$ cat src/rtl/preg_pkg.sv
package preg_pkg;
  typedef enum logic [1:0] {PH_IDLE, PH_WAIT, PH_ACK} phase_t;

  // one-cycle commands from control to datapath
  typedef struct packed {
    logic       wrByte;  // single byte write (byte mode)
    logic       stage;   // stash one burst write byte
    logic       commit;  // write the assembled 32-bit word
    logic       rdLive;  // load read byte from live word, refresh snapshot
    logic       rdSnap;  // load read byte from snapshot
    logic [1:0] lane;    // byte lane of this beat
  } strobe_t;

  localparam logic [5:0] IDX_EVT   = 6'h00;
  localparam logic [5:0] IDX_MASK  = 6'h01;
  localparam logic [5:0] IDX_PAR   = 6'h02;
  localparam logic [5:0] IDX_PLL0  = 6'h24;
  localparam logic [5:0] IDX_PLL1  = 6'h25;
  localparam logic [5:0] IDX_PLL2  = 6'h27;
  localparam logic [5:0] IDX_IFRST = 6'h28;
  localparam int PLL_BIT   = 15;
  localparam int IFRST_BIT = 8;
endpackage

$ cat src/rtl/preg_ctrl.sv
module preg_ctrl
  import preg_pkg::*;
(
  input  logic       clk,
  input  logic       rstN,
  input  logic       burstMode,
  input  logic       busCs,
  input  logic       busStb,
  input  logic       busRnw,
  input  logic [7:0] busAddr,
  input  logic       busAddrPar,
  input  logic [7:0] busWdata,
  input  logic       busDataPar,
  input  logic       chkAddr,
  input  logic       chkData,
  output strobe_t    stb,
  output logic       busRdy,
  output logic       busOe,
  output logic       parErr
);
  phase_t     phase;
  logic [1:0] beat;
  logic       burstBad;
  logic       rnwQ;
  logic       addrBad, dataBad, beatBad, fire;

  assign addrBad = chkAddr && (^{busAddr, busAddrPar});
  assign dataBad = chkData && !busRnw && (^{busWdata, busDataPar});
  assign beatBad = addrBad || dataBad;
  assign fire    = (phase == PH_WAIT);

  always_comb begin
    stb      = '0;
    stb.lane = burstMode ? beat : busAddr[1:0];
    if (fire) begin
      if (busRnw) begin
        if (burstMode && beat != 2'd0) stb.rdSnap = 1'b1;
        else                           stb.rdLive = 1'b1;
      end else if (burstMode) begin
        stb.stage  = 1'b1;
        stb.commit = (beat == 2'd3) && !burstBad && !beatBad;
      end else begin
        stb.wrByte = !beatBad;
      end
    end
  end

  always_ff @(posedge clk or negedge rstN) begin
    if (!rstN) begin
      phase    <= PH_IDLE;
      beat     <= '0;
      burstBad <= 1'b0;
      rnwQ     <= 1'b0;
      parErr   <= 1'b0;
    end else begin
      case (phase)
        PH_IDLE: if (busCs && busStb) phase <= PH_WAIT;
        PH_WAIT: phase <= PH_ACK;
        default: phase <= PH_IDLE;
      endcase
      parErr <= fire && beatBad;
      if (fire) rnwQ <= busRnw;
      if (!busCs) begin
        beat     <= '0;
        burstBad <= 1'b0;
      end else if (fire && burstMode) begin
        beat     <= beat + 2'd1;
        burstBad <= (beat == 2'd3) ? 1'b0 : (burstBad || beatBad);
      end
    end
  end

  assign busRdy = (phase == PH_ACK);
  assign busOe  = busRdy && rnwQ;
endmodule

$ cat src/rtl/preg_dpath.sv
module preg_dpath
  import preg_pkg::*;
#(
  parameter int INT_W = 16
) (
  input  logic             clk,
  input  logic             rstN,
  input  strobe_t          stb,
  input  logic [5:0]       wIdx,
  input  logic [7:0]       busWdata,
  input  logic [INT_W-1:0] intSrc,
  output logic [7:0]       busRdata,
  output logic             chkAddr,
  output logic             chkData,
  output logic             intOut,
  output logic             ifRst,
  output logic [2:0]       pllRst
);
  localparam int NUM_PLL = 3;
  localparam logic [31:0] INT_KEEP = 32'((64'd1 << INT_W) - 64'd1);
  localparam logic [5:0] PLL_IDX [NUM_PLL] = '{IDX_PLL0, IDX_PLL1, IDX_PLL2};

  logic [31:0] evQ, maskQ, snapQ, live, wrWord, bitEn;
  logic [23:0] stageQ;
  logic [3:0]  byteEn;
  logic [1:0]  parEnQ;
  logic        ifRstQ, wrAny;
  logic [7:0]  rdQ;

  function automatic logic [7:0] pick(input logic [31:0] w, input logic [1:0] l);
    return w[8*l +: 8];
  endfunction

  function automatic logic [31:0] merge(input logic [31:0] old, input logic [31:0] nw,
                                        input logic [31:0] en);
    return (old & ~en) | (nw & en);
  endfunction

  assign wrAny  = stb.wrByte || stb.commit;
  assign byteEn = stb.commit ? 4'hF : (4'b0001 << stb.lane);
  assign bitEn  = {{8{byteEn[3]}}, {8{byteEn[2]}}, {8{byteEn[1]}}, {8{byteEn[0]}}};
  assign wrWord = stb.commit ? {busWdata, stageQ} : {4{busWdata}};

  for (genvar g = 0; g < NUM_PLL; g++) begin : gPll
    logic q;
    always_ff @(posedge clk or negedge rstN) begin
      if (!rstN) q <= 1'b0;
      else if (wrAny && wIdx == PLL_IDX[g] && bitEn[PLL_BIT]) q <= wrWord[PLL_BIT];
    end
    assign pllRst[g] = q;
  end

  always_comb begin
    live = '0;
    if (wIdx == IDX_EVT)   live = evQ;
    if (wIdx == IDX_MASK)  live = maskQ;
    if (wIdx == IDX_PAR)   live[1:0] = parEnQ;
    if (wIdx == IDX_IFRST) live[IFRST_BIT] = ifRstQ;
    for (int i = 0; i < NUM_PLL; i++)
      if (wIdx == PLL_IDX[i]) live[PLL_BIT] = pllRst[i];
  end

  always_ff @(posedge clk or negedge rstN) begin
    if (!rstN) begin
      evQ    <= '0;
      maskQ  <= '0;
      parEnQ <= '0;
      ifRstQ <= 1'b0;
      stageQ <= '0;
      snapQ  <= '0;
      rdQ    <= '0;
    end else begin
      // new events win over a same-cycle clear
      evQ <= ((evQ & ~((wrAny && wIdx == IDX_EVT) ? (wrWord & bitEn) : 32'h0))
              | 32'(intSrc)) & INT_KEEP;
      if (wrAny && wIdx == IDX_MASK)  maskQ  <= merge(maskQ, wrWord, bitEn) & INT_KEEP;
      if (wrAny && wIdx == IDX_PAR && bitEn[0]) parEnQ <= wrWord[1:0];
      if (wrAny && wIdx == IDX_IFRST && bitEn[IFRST_BIT]) ifRstQ <= wrWord[IFRST_BIT];
      if (stb.stage) begin
        case (stb.lane)
          2'd0:    stageQ[7:0]   <= busWdata;
          2'd1:    stageQ[15:8]  <= busWdata;
          2'd2:    stageQ[23:16] <= busWdata;
          default: ;
        endcase
      end
      if (stb.rdLive) begin
        rdQ   <= pick(live, stb.lane);
        snapQ <= live;
      end else if (stb.rdSnap) begin
        rdQ <= pick(snapQ, stb.lane);
      end
    end
  end

  assign busRdata = rdQ;
  assign chkAddr  = parEnQ[0];
  assign chkData  = parEnQ[1];
  assign intOut   = |(evQ & maskQ);
  assign ifRst    = ifRstQ;
endmodule

$ cat src/rtl/preg_dual_if.sv
module preg_dual_if
  import preg_pkg::*;
#(
  parameter int INT_W = 16
) (
  input  logic             clk,
  input  logic             rstN,
  input  logic             burstMode,
  input  logic             busCs,
  input  logic             busStb,
  input  logic             busRnw,
  input  logic [7:0]       busAddr,
  input  logic             busAddrPar,
  input  logic [7:0]       busWdata,
  input  logic             busDataPar,
  output logic [7:0]       busRdata,
  output logic             busRdy,
  output logic             busOe,
  output logic             parErr,
  input  logic [INT_W-1:0] intSrc,
  output logic             intOut,
  output logic             ifRst,
  output logic             ingressEn,
  output logic             egressEn,
  output logic [2:0]       pllRst
);
  strobe_t stb;
  logic    chkAddr, chkData;

  preg_ctrl ctrl_i (
    .clk(clk), .rstN(rstN), .burstMode(burstMode), .busCs(busCs), .busStb(busStb),
    .busRnw(busRnw), .busAddr(busAddr), .busAddrPar(busAddrPar), .busWdata(busWdata),
    .busDataPar(busDataPar), .chkAddr(chkAddr), .chkData(chkData), .stb(stb),
    .busRdy(busRdy), .busOe(busOe), .parErr(parErr)
  );

  preg_dpath #(.INT_W(INT_W)) dpath_i (
    .clk(clk), .rstN(rstN), .stb(stb), .wIdx(busAddr[7:2]), .busWdata(busWdata),
    .intSrc(intSrc), .busRdata(busRdata), .chkAddr(chkAddr), .chkData(chkData),
    .intOut(intOut), .ifRst(ifRst), .pllRst(pllRst)
  );

  assign ingressEn = !ifRst;
  assign egressEn  = !ifRst;
endmodule

$ cat config.mk
export PLATFORM = sky130hd
export DESIGN_NAME = preg_dual_if
export DESIGN_NICKNAME = d
export VERILOG_FILES = /design/src/rtl/preg_pkg.sv /design/src/rtl/preg_ctrl.sv /design/src/rtl/preg_dpath.sv /design/src/rtl/preg_dual_if.sv
export SDC_FILE = /design/constraint.sdc
export NUM_CORES = 1
export LEC_CHECK = 0
export BUFFER_PORTS_ARGS = -buffer_cell sky130_fd_sc_hd__buf_2
export CORE_MARGIN = 8
export CORE_UTILIZATION = 52
export DETAILED_ROUTE_END_ITERATION = 10
export PLACE_DENSITY_LB_ADDON = 0.08
export SYNTH_ARGS = -nofsm -noshare
export SYNTH_HDL_FRONTEND = slang
export SYNTH_SLANG_ARGS = --single-unit
$ cat constraint.sdc
create_clock -name clk -period 2.22 [get_ports clk]
set_input_delay 0.444 -clock clk [delete_from_list [all_inputs] [get_ports clk]]
set_output_delay 0.444 -clock clk [all_outputs]
set_load 0.02 [all_outputs]
==> results of run 1 <==
## stage by stage
stage                     setup WS (ns)  TNS, ns  cell area, sq um  hold slack, ns
after floorplan                  -0.251    -3.82              4450           0.148
after global placement           -0.374   -11.63              5240           0.454
after detailed placement         -0.410   -12.74              5240           0.469
after CTS                       -0.0888   -0.621              5440          0.0720
after global routing             -0.108    -1.38              5650          0.0939
final                           -0.0725   -0.823              5650          0.0744
## per-layer routing
layer,share of wire (%),vias up,wire [microns]
met3,6.2,11,708
met5,0,-,0
met1,47,1688,5390
li1,-,1651,-
met4,1.3,0,150
met2,46,92,5230
## power breakdown
group	internal, uW	total (uW)	leakage, uW	switching, uW
Sequential	1720	1810	0.00102	88.9
Combinational	341	714	0.00153	373
Clock	433	1060	0.0000911	630
## path summary, 6_finish.rpt
kind / start / to / depth (start not counted)
worst max-delay path: busWdata[3] / dpath_i.gPll[2].q / 9
worst min-delay path: rstN / ctrl_i.phase[0] / 1
worst max register to register: ctrl_i.beat[1] / dpath_i.gPll[2].q / 8
worst min register to register: dpath_i.busRdata[7] / dpath_i.busRdata[7] / 2
max in group asynchronous: rstN / dpath_i.stageQ[9] / 2
min in group clk: intSrc[14] / dpath_i.evQ[14] / 2
## area by class of cell
cell class                      count  area (sq um)
Clock buffer                        9           124
Clock inverter                      7          68.8
Fill cell                         655          2610
Inverter                           10          37.5
Multi-Input combinational cell    287          2300
Sequential cell                    85          2130
Tap cell                          105           131
Timing Repair Buffer              119           857
## worst max-delay path, cell delays in order
cell and delay, ns:
buf_8 0.10, xnor2_4 0.16, xnor3_2 0.50, mux2i_4 0.26, nor3_4 0.22, buf_6 0.13, buf_12 0.12, mux2_4 0.32
mux2_4 0.27
## layout by cell type (no fill, tap or decap), types with 4 or more instances in the layout
cell,Yosys,routed
a221oi_1,16,13
dfrtp_1,85,85
a22oi_1,9,9
nand3_1,18,18
inv_1,10,10
a22o_1,8,7
o21ai_0,8,8
mux2_2,26,20
buf_2,3,54
and2_1,5,4
buf_4,6,55
clkbuf_8,0,9
mux2i_1,12,9
nand2_1,59,59
nor2b_1,6,6
a21o_1,16,16
nand3b_1,5,5
nor2_1,32,32
mux2_4,14,25
buf_12,1,5
## cell families (layout without fill, tap and decap cells)
group | count (synthesis) | count (layout) | synth area share [%]
buffers and inverters | 33 | 145 | 3.91
AO/OA/AOI/OAI | 68 | 68 | 11.5
multiplexers | 59 | 59 | 16.3
AND/OR/NAND/NOR | 147 | 147 | 16.4
adder cells (fa/ha/maj) | 2 | 2 | 0.562
flip-flops | 85 | 85 | 47.8
XOR/XNOR | 11 | 11 | 3.60
## repair_timing
item | CTS | global route
gates resized for setup | 2 | 35
setup buffers | 0 | 4
cloned | 0 | 1
endpoints found under the setup margin | 19 | 36
pin swaps | 0 | 3
==> metrics.md, run 1 <==
| Metric | Value |
|---|---|
| Status | `finished, violations left` |
| Failing checks | `setup timing` |
| Finished Layout Cells | `622` |
| Slew headroom | `62.1%` |
| Routed WL | `11.5 mm` |
| Clk_lat worst skew | `0.36 ns` |
| Power Total | `3590 uW` |
| Final Hold Fails | `0` |
| Post-Syn Area | `4450 sq um` |
| Fmax | `436 MHz` |
| WL/cell | `18.5 microns` |
| Synth warn | `0` |
| Worst Tran Pin Value | `0.568 ns` |
| Nets | `554` |
| Gate Count Post-Synth | `405` |
| HPWL Detailed | `8.36 mm` |
| Area Overhead vs Synth | `26.9%` |
| Share of layout cells above drive strength 1 | `40.6%` |
| Top cells by area, synth | `dfrtp_1 (48%), mux2_2 (6.6%), nand2_1 (5.0%)` |
| GR Util met1 | `28.1%` |
| Final Slew Violations | `0` |
| Met3 Track Usage GR | `3.99%` |
| Worst setup margin | `-0.0725 ns` |
| IO Pins | `58` |
| N_diodes | `0` |
| Top_reg_cell synth | `dfrtp_1` |
| Hold bufs inserted after CTS | `0` |
| Distinct cells, synth | `48` |
| Clk buf depth | `2` |
| DR vias/cell | `5.53` |
| CTS H-tree depth | `3` |
| Port bufs | `57` |
| Max cap viols | `0` |
| First-pass GRT wire length | `18.2 mm` |
| GRT Total Usage | `19.9%` |
| Vias | `3,442` |
| DRC viols | `0` |
| Synth async-reset ratio | `100%` |
| Top-count cell post-synth | `dfrtp_1` |
| Synth top cells by count | `dfrtp_1 (85), nand2_1 (59), nor2_1 (32)` |
| Die ar. | `11,800 sq um` |
| Root buf cell | `clkbuf_8` |
| Cell Pwr Density | `635 nW/um^2` |
| Placed Cells | `601` |
| RD Place Congestion | `0.813` |
| Grt total ovfl | `0` |
| Crit end category | `flop` |
| Sequential element share of the synthesized area | `47.8%` |
| Initial core utilization | `53.9%` |
| Period utilization | `103%` |
| Clock Skew | `0.0124 ns` |
| Clk sinks | `85` |
| Tmin final | `2.29 ns` |
| Antenna Nets Post-Route | `0` |
| Setup CP Type | `in2reg` |
| Hold WC Path Type | `in2async` |
| Num CTS Buffers | `9` |
| CP arrival | `2.54 ns` |
| Critical-path maximum fanout | `8` |
| Post-synth EDFFs | `0` |
| Layer with the highest usage | `met2` |
| Largest net degree at the start of global routing | `43` |
| Worst EP required | `2.47 ns` |
| Vias in the first global route | `3,508` |
| Syn avg cell area | `11.0 sq um` |
| Die Span X | `109 microns` |
| Register clock-pin slew on the reported worst setup and hold paths | `0.09 ns` |
| Final setup viols | `16` |
| Yosys top cell by area | `dfrtp_1` |
| Row cnt | `33` |
| RSZ-0062 raised after global routing | `true` |
| Leakage | `0.00264 uW` |
| Total core area | `8260 sq um` |
| CTS tree | `yes` |
| Antenna violations before repair | `0` |
| Finished Core Util | `68.4%` |
| R2R setup slack | `-0.05 ns` |
| Critical Path Start Type | `input port` |
| Initial DRT Pass Iterations | `5` |
| Worst VDD drop | `491 uV` |
| Yosys top cell area share | `47.8%` |
| FF+latch count, synth | `85` |
| First DRT Iteration DRCs | `171` |
| Post-Syn Nets | `447` |
| Die H | `109 microns` |
| Met2 usage | `29.7%` |
Power figures use the tool's default switching activity.
==> run 2: changes to the inputs <==
--- a/config.mk
+++ b/config.mk
@@ -10,6 +10,7 @@
 export CORE_UTILIZATION = 52
 export DETAILED_ROUTE_END_ITERATION = 10
 export PLACE_DENSITY_LB_ADDON = 0.08
+export SETUP_SLACK_MARGIN = 0.5
 export SYNTH_ARGS = -nofsm -noshare
 export SYNTH_HDL_FRONTEND = slang
 export SYNTH_SLANG_ARGS = --single-unit
==> metrics.md, run 2 (synthesized netlist as in run 1, its figures left out) <==
| Metric | Value |
|---|---|
| Initial core utilization | `53.9%` |
| Final Slew Violations | `0` |
| Fmax | `439 MHz` |
| Slew headroom | `71.2%` |
| Cell Pwr Density | `573 nW/um^2` |
| CTS H-tree depth | `3` |
| Max cap viols | `0` |
| Fillers | `484` |
| Crit-path cells | `buf_2, xor2_1, xnor3_2, mux2i_4, nor3_4, clkbuf_16, mux2_4, mux2_4` |
| Routed WL | `14.1 mm` |
| Port bufs | `57` |
| First-pass GRT wire length | `19.4 mm` |
| Vias in the first global route | `3,681` |
| IO Pins | `58` |
| GRT Total Usage | `21.1%` |
| Total core area | `8260 sq um` |
| Worst setup margin | `-0.0596 ns` |
| First DRT Iteration DRCs | `211` |
| Worst VDD drop | `363 uV` |
| CP arrival | `2.53 ns` |
| Leakage | `0.00296 uW` |
| Worst Tran Pin Value | `0.431 ns` |
| N_diodes | `0` |
| DR vias/cell | `5.88` |
| Setup CP Type | `in2reg` |
| Most frequent CP cell | `mux2_4` |
| Status | `finished, violations left` |
| Psw | `1190 uW` |
| Nets | `588` |
| Die H | `109 microns` |
| Register Area | `2130 sq um` |
| Area Overhead vs Synth | `48.7%` |
| Final setup viols | `16` |
| Hold_ws | `0.248 ns` |
| Die Span X | `109 microns` |
| Largest net degree at the start of global routing | `41` |
| Clock Skew | `0.00913 ns` |
| Net Sw Frac | `31.4%` |
| Register clock-pin slew on the reported worst setup and hold paths | `0.09 ns` |
| Sequential power share | `48.1%` |
| RD Place Congestion | `0.847` |
| Final Hold Fails | `0` |
| Root buf cell | `clkbuf_8` |
| Vias | `3,858` |
| RSZ-0062 raised after global routing | `true` |
| Crit end category | `flop` |
| Initial DRT Pass Iterations | `5` |
| Pint | `2600 uW` |
| Clock share of power | `27.3%` |
| Commonest non-fill, non-tap cell in the layout | `dfrtp_1` |
| Num CTS Buffers | `9` |
| Share of layout cells above drive strength 1 | `54.3%` |
| DRC viols | `0` |
| CP max stage cell | `xnor3_2` |
| Comb pwr share | `24.5%` |
| Die ar. | `11,800 sq um` |
| CP Buf/Inv Count | `2` |
| Antenna violations before repair | `0` |
| Failing checks | `setup timing` |
| Period utilization | `103%` |
| CP peak stage delay | `0.47 ns` |
| Hold WC Path Type | `in2reg` |
| Clk buf depth | `2` |
| Commonest cells after routing, fill and taps aside | `dfrtp_1 (85), buf_4 (61), nand2_1 (58)` |
| Area of the multi-input gates | `2770 sq um` |
| Antenna Nets Post-Route | `0` |
| Row cnt | `33` |
| Clk_lat worst skew | `0.37 ns` |
| Critical-path maximum fanout | `7` |
| CTS tree | `yes` |
| WL/cell | `21.5 microns` |
| HPWL Detailed | `8.50 mm` |
| Critical Path Start Type | `input port` |
| Clk sinks | `85` |
| DP Worst Slack | `-0.383 ns` |
| Worst EP required | `2.47 ns` |
| Grt total ovfl | `0` |
| Crit-path leading delay family | `multiplexers` |
| Tmin final | `2.28 ns` |
## run 2: cell count changes in the layout (fill, tap and decap cells not counted), moves of 6 or more
cell / previous run / this run
nand3_4: 0 / 8
nor2_1: 32 / 19
buf_6: 3 / 23
o21ai_1: 2 / 8
buf_2: 54 / 48
nand3_1: 18 / 2
a221oi_4: 1 / 12
a221oi_1: 13 / 0
buf_4: 55 / 61
nand3_2: 0 / 8
nor2_2: 0 / 12
o21ai_0: 8 / 2
buf_12: 5 / 12
## run 2: worst reg2reg max path, stage by stage, from the launching register on
cell	delay (ns)
dfrtp_1	0.36
ha_1	0.15
inv_1	0.06
or4_4	0.52
nor3_4	0.26
clkbuf_16	0.23
mux2_4	0.31
mux2_4	0.26
## run 2: through the flow
step	cell area, sq um	instances	TNS, ns	power (uW)	util, %
final	6620	656	-0.620	3790	80.2
after global routing	6620	656	-1.03	3950	80.2
after CTS	5990	632	-0.129	3640	72.5
after detailed placement	5300	594	-11.76	2540	64.2
after global placement	5300	594	-9.79	2520	64.2
after floorplan	4600	405	-3.83	2260	-
## run 2: timing repair
action,CTS,global route
buffers inserted,20,21
hold endpoints to repair,18,0
endpoints found under the setup margin,56,70
gates cloned,1,3
pin swaps,37,38
resized for setup,61,69
hold buffers,1,0
## run 2: final timing paths
kind	startpoint	end	slack [ns]	depth (start not counted)
worst max-delay path	busAddr[6]	flop	-0.06	8
worst min-delay path	intSrc[4]	dpath_i.evQ[4]	0.25	2
worst max register to register	ctrl_i.beat[1]	flop	-0.03	7
worst min register to register	dpath_i.busRdata[4]	dpath_i.busRdata[4]	0.48	2
max in group asynchronous	rstN	dpath_i.evQ[8]	1.05	3
min in group asynchronous	rstN	ctrl_i.beat[0]	0.50	2
## run 2: area by class of cell
cell class / count / share of cell area (%)
inverters: 10 / 0.567
well taps: 105 / 1.98
clock buffers: 9 / 1.87
multi-input cells: 287 / 41.8
flip-flops and latches: 85 / 32.1
clock inverters: 7 / 0.737
repair buffers: 153 / 20.9
## run 2: power groups by stage
stage                     Sequential (uW)  Clock (uW)  Combinational (uW)
after global routing                 1850        1110                 996
after detailed placement             1840           0                 700
after global placement               1830           0                 683
after CTS                            1820        1020                 795
after floorplan                      1870           0                 391
final                                1830        1040                 930
## run 2: layer usage
layer / vias to the layer above / global-route usage, % / wire length (microns)
met3: 28 / 2.91 / 812
met5: - / 0 / 0
met1: 1935 / 30.3 / 6130
met2: 164 / 32.8 / 6830
li1: 1731 / - / -
met4: 0 / 5.77 / 328
